**src/rtl/rxq_pkg.sv**
```systemverilog
package rxq_pkg;
  localparam int STAT_W    = 16;
  localparam int B_DONE    = 15;
  localparam int B_EMPTY   = 14;
  localparam int B_ABORT   = 13;
  localparam int B_LOCK    = 12;
  localparam int B_OVF     = 11;
  localparam int EVT_N     = 4;
  localparam logic [7:0] CMD_UNLOCK_RX  = 8'h20;
  localparam logic [7:0] CMD_UNLOCK_ALL = 8'h3F;

  typedef enum logic [1:0] {
    EV_OVF   = 2'd0,
    EV_ABORT = 2'd1,
    EV_EREQ  = 2'd2,
    EV_DONE  = 2'd3
  } evt_idx_e;
endpackage

```
**src/rtl/rxq_ptr_track.sv**
```systemverilog
module rxq_ptr_track #(
  parameter int PTR_W = 4
) (
  input  logic clk,
  input  logic rst_n,
  input  logic wr_req,
  input  logic rd_req,
  input  logic wr_block,
  output logic is_empty,
  output logic is_full,
  output logic wr_fills,
  output logic rd_taken
);
  logic [PTR_W-1:0] wp, rp;
  logic             last_wr;
  logic             ptr_eq, wr_taken;

  assign ptr_eq   = (wp == rp);
  assign is_empty = ptr_eq & ~last_wr;
  assign is_full  = ptr_eq &  last_wr;
  assign wr_taken = wr_req & ~wr_block & ~is_full;
  assign rd_taken = rd_req & ~is_empty;
  assign wr_fills = wr_taken & ~rd_taken & ((wp + 1'b1) == rp);

  always_ff @(posedge clk) begin
    if (!rst_n) begin
      wp      <= '0;
      rp      <= '0;
      last_wr <= 1'b0;
    end else begin
      if (wr_taken) wp <= wp + 1'b1;
      if (rd_taken) rp <= rp + 1'b1;
      if (wr_taken && !rd_taken)      last_wr <= 1'b1;
      else if (rd_taken && !wr_taken) last_wr <= 1'b0;
    end
  end
endmodule

```
**src/rtl/rxq_lock_ctl.sv**
```systemverilog
module rxq_lock_ctl
  import rxq_pkg::*;
(
  input  logic       clk,
  input  logic       rst_n,
  input  logic       fill_evt,
  input  logic       rd_taken,
  input  logic       auto_en,
  input  logic       cmd_valid,
  input  logic [7:0] cmd_code,
  output logic       locked
);
  logic cmd_hit, auto_hit;

  assign cmd_hit  = cmd_valid && (cmd_code == CMD_UNLOCK_RX || cmd_code == CMD_UNLOCK_ALL);
  assign auto_hit = auto_en & rd_taken & locked;

  always_ff @(posedge clk) begin
    if (!rst_n)                    locked <= 1'b0;
    else if (fill_evt)             locked <= 1'b1;
    else if (cmd_hit || auto_hit)  locked <= 1'b0;
  end
endmodule

```
**src/rtl/rxq_evt_flags.sv**
```systemverilog
module rxq_evt_flags #(
  parameter int N = 4
) (
  input  logic         clk,
  input  logic         rst_n,
  input  logic [N-1:0] set_v,
  input  logic [N-1:0] clr_v,
  output logic [N-1:0] flag_v
);
  for (genvar i = 0; i < N; i++) begin : g_flag
    always_ff @(posedge clk) begin
      if (!rst_n)        flag_v[i] <= 1'b0;
      else if (set_v[i]) flag_v[i] <= 1'b1;
      else if (clr_v[i]) flag_v[i] <= 1'b0;
    end
  end
endmodule

```
**src/rtl/rxq_status_top.sv**
```systemverilog
module rxq_status_top
  import rxq_pkg::*;
#(
  parameter int PTR_W = 4
) (
  input  logic        clk,
  input  logic        rst_n,
  input  logic        wr_inc,
  input  logic        rd_inc,
  input  logic        rd_attempt,
  input  logic        frame_end,
  input  logic        frame_abort,
  input  logic        frame_flush,
  input  logic        fifo_ovf,
  input  logic        cmd_valid,
  input  logic [7:0]  cmd_code,
  input  logic        stat_wr,
  input  logic [15:0] stat_wdata,
  input  logic [15:0] irq_mask,
  input  logic        auto_unlock_en,
  output logic [15:0] status,
  output logic        queue_lock,
  output logic        irq,
  output logic        frame_copy_en
);
  logic             is_empty, is_full, wr_fills, rd_taken;
  logic [EVT_N-1:0] ev_set, ev_clr, ev_flag;
  logic [STAT_W-1:0] irq_src;

  rxq_ptr_track #(.PTR_W(PTR_W)) u_ptr (
    .clk      (clk),
    .rst_n    (rst_n),
    .wr_req   (wr_inc),
    .rd_req   (rd_inc),
    .wr_block (queue_lock),
    .is_empty (is_empty),
    .is_full  (is_full),
    .wr_fills (wr_fills),
    .rd_taken (rd_taken)
  );

  rxq_lock_ctl u_lock (
    .clk       (clk),
    .rst_n     (rst_n),
    .fill_evt  (wr_fills),
    .rd_taken  (rd_taken),
    .auto_en   (auto_unlock_en),
    .cmd_valid (cmd_valid),
    .cmd_code  (cmd_code),
    .locked    (queue_lock)
  );

  // frame_flush alone sets nothing; a flush plus abort counts as abort
  always_comb begin
    ev_set = '0;
    ev_set[EV_DONE]  = frame_end | frame_abort;
    ev_set[EV_ABORT] = frame_abort;
    ev_set[EV_EREQ]  = (rd_attempt | rd_inc) & is_empty;
    ev_set[EV_OVF]   = fifo_ovf;
    ev_clr = '0;
    ev_clr[EV_DONE]  = stat_wr & stat_wdata[B_DONE];
    ev_clr[EV_ABORT] = stat_wr & stat_wdata[B_ABORT];
    ev_clr[EV_EREQ]  = stat_wr & stat_wdata[B_EMPTY];
    ev_clr[EV_OVF]   = stat_wr & stat_wdata[B_OVF];
  end

  rxq_evt_flags #(.N(EVT_N)) u_evt (
    .clk    (clk),
    .rst_n  (rst_n),
    .set_v  (ev_set),
    .clr_v  (ev_clr),
    .flag_v (ev_flag)
  );

  always_comb begin
    status          = '0;
    status[B_DONE]  = ev_flag[EV_DONE];
    status[B_EMPTY] = is_empty;
    status[B_ABORT] = ev_flag[EV_ABORT];
    status[B_LOCK]  = queue_lock;
    status[B_OVF]   = ev_flag[EV_OVF];
    irq_src          = status;
    irq_src[B_EMPTY] = ev_flag[EV_EREQ];
  end

  assign irq           = |(irq_src & irq_mask);
  assign frame_copy_en = ~ev_flag[EV_OVF];

  // is_full is used only inside the pointer tracker
  logic unused_full;
  assign unused_full = is_full;
endmodule


```
**config.mk**
```make
export PLATFORM = sky130hd
export DESIGN_NAME = rxq_status_top
export DESIGN_NICKNAME = d
export VERILOG_FILES = /design/src/rtl/rxq_pkg.sv /design/src/rtl/rxq_ptr_track.sv /design/src/rtl/rxq_lock_ctl.sv /design/src/rtl/rxq_evt_flags.sv /design/src/rtl/rxq_status_top.sv
export SDC_FILE = /design/constraint.sdc
export NUM_CORES = 1
export LEC_CHECK = 0
export ABC_AREA = 0
export CAP_MARGIN = 10
export CORE_MARGIN = 2
export CORE_UTILIZATION = 31
export DETAILED_ROUTE_END_ITERATION = 8
export GPL_ROUTABILITY_DRIVEN = 1
export PLACE_DENSITY = 0.87
export REMOVE_ABC_BUFFERS = 1
export SYNTH_ARGS = -nofsm -noshare
export SYNTH_HDL_FRONTEND = slang
export SYNTH_SLANG_ARGS = --single-unit
```
**constraint.sdc**
```tcl
create_clock -name clk -period 1.7 [get_ports clk]
set_clock_uncertainty 0.05 [all_clocks]
set_input_delay 0.34 -clock clk [delete_from_list [all_inputs] [get_ports clk]]
set_output_delay 0.34 -clock clk [all_outputs]
set_load 0.1 [all_outputs]
```
==> metrics <==
status complete, but fails checks; failing checks setup timing; cell area after synthesis 966 µm²; area leader, netlist dfxtp_1; endpoints failing hold 0; worst vdd ir 0.000510 V; synthesized area per cell 8.26 µm²; DIE HEIGHT 59.8 µm; worst-skew pair later-pin latency 290 ps; cell count after synthesis 117; hold crit path type flop to flop; top cells by count, synth buf_4 (16), dfxtp_1 (14), nand2_1 (13); Worst Setup End Kind output port; initial antenna violation count 0; Wirelength per Cell 14.1 µm; area delta synth->final 73.8%; total gr overflow 0; required time of the worst setup path 1310 ps; I/O Pins 71; GRT Total Usage 14.6%; DP Area 0.00149 mm²; sequential area share after synthesis 29.0%; Residual DRC 0; maxcap violations 0; Final Max Tran Viols 0; fin area 0.00168 mm²; DIE AREA 0.00358 mm²; Initial DRC Count 60; CTS H-tree depth 1; Setup violations, final 5; CTS tree yes; critical path class flop to output port; vias per cell 5.05; Sink Count 14; Post-synth EDFFs 0; hpwl dp 1890 µm; GPL Wtd Cong 0.856; layout cell share with drive strength beyond 1 34.1%; FFs w/ async S/R, synth 0%; synth warn 0; clk buf depth 2; DR vias 1056; unique cell type count in the Yosys netlist 34; final WL 2950 µm; RSZ-0062 raised after global routing true; Core Region 0.00300 mm²; Top FF cell, synth dfxtp_1; fmax 535 MHz; worst endpoint data arrival time 1480 ps; CTS buffer count 3; pin count of the biggest net entering global routing 11; Leak 0.707 nW; final core occ 55.9%; CTS Root Cell clkbuf_4; First-pass DRT Iterations 4; Power Density 1660 mW/mm²; fin nets 232; most numerous cell in the Yosys netlist buf_4; Final period util 110%; first-pass GRT wire length 4000 µm; critical-path maximum fanout 2; IO buf count 35; synthesized flop and latch total 14; worst setup margin -170 ps; Ant. Diodes 0; Tot Pwr 2.79 mW; DRT antenna net count 0; Starting Density 32.2%; crit start category flop; Synth top area share 29.0%; # rows 20; die width 59.8 µm; Clk pin slew, worst setup/hold paths 100 ps; synth top area cells dfxtp_1 (29%), buf_4 (12%), mux2i_1 (6.2%); post-layout min period 1870 ps; vias in the first global route 1023
[where the power goes]
| group | leakage, nW | switching [mW] | internal (mW) |
|---|---|---|---|
| clock | 0.0210 | 0.121 | 0.131 |
| sequential | 0.119 | 0.0956 | 0.401 |
| combinational | 0.567 | 1.13 | 0.918 |
| total | 0.707 | 1.34 | 1.45 |
[worst max-delay path, stage by stage, from the launching register on]
cell and delay (ps):
dfxtp_2 350, xnor2_2 260, nand4_1 200, nor2_2 190
buf_12 200
[per-stage QoR]
stage / setup WS [ps] / hold slack, ps / setup TNS, ps / std cells
floorplan: -1280 / 386 / -9160 / 107
global placement: -235 / 394 / -389 / 196
detailed placement: -251 / 417 / -411 / 196
CTS: -117 / 429 / -189 / 206
global route: -240 / 466 / -893 / 209
finish: -170 / 433 / -352 / 209
[layout make-up]
type / count / area [µm²]
Fill cell: 259 / 1320
Timing Repair Buffer: 65 / 653
Multi-Input combinational cell: 87 / 632
Sequential cell: 14 / 294
Tap cell: 33 / 41.3
Clock buffer: 4 / 36.3
Inverter: 6 / 22.5
[worst paths after layout]
kind	slack, ps	cells past startpoint	startpoint	end
max	-170	4	u_ptr.wp[0]	status[14]
min	430	2	u_evt.flag_v[2]	u_evt.flag_v[2]
max reg2reg	-110	8	u_ptr.wp[0]	u_lock.locked
min reg2reg	430	2	u_evt.flag_v[2]	u_evt.flag_v[2]
[repair_timing]
item / 4_1_cts / 5_1_grt
endpoints found under the setup margin: 4 / 6
pin swaps: 7 / 9
hold buffers: 0 / 0
setup buffers: 6 / 4
resized for setup: 12 / 12
[kinds of logic after synthesis]
group | Yosys count | share of synthesized area [%]
other | 1 | 0.388
flip-flops | 14 | 29.0
adder cells (fa/ha/maj) | 3 | 3.89
AO/OA/AOI/OAI | 22 | 17.4
multiplexers | 6 | 6.22
AND/OR/NAND/NOR | 38 | 19.4
buffers and inverters | 26 | 17.4
XOR/XNOR | 7 | 6.35
[layer usage]
layer	share of wire (%)	global-route usage [%]	routed length, µm
met1	34	14.5	1000
met2	55	27.8	1620
met3	8.6	4.11	254
met4	2.3	6.35	67
met5	0	0	0
[registers in the layout (all words and copies together) (netlist names)]
| name | flops |
|---|---|
| u_ptr.wp | 4 |
| u_ptr.last_wr | 1 |
| u_evt.flag_v | 4 |
| u_lock.locked | 1 |
| u_ptr.rp | 4 |
[cell usage in the layout (no fill, tap or decap), types with 4 or more instances in the layout]
cell,Yosys,routed
a21oi_1,5,5
buf_12,0,8
buf_4,16,30
clkdlybuf4s50_1,0,25
conb_1,1,11
dfxtp_1,14,7
dfxtp_2,0,5
inv_1,5,5
mux2i_1,6,6
nand2_1,13,13
nand4_1,6,6
nor2_1,6,5
o211ai_1,4,4
Note: power is estimated with default switching activity, not from simulation.
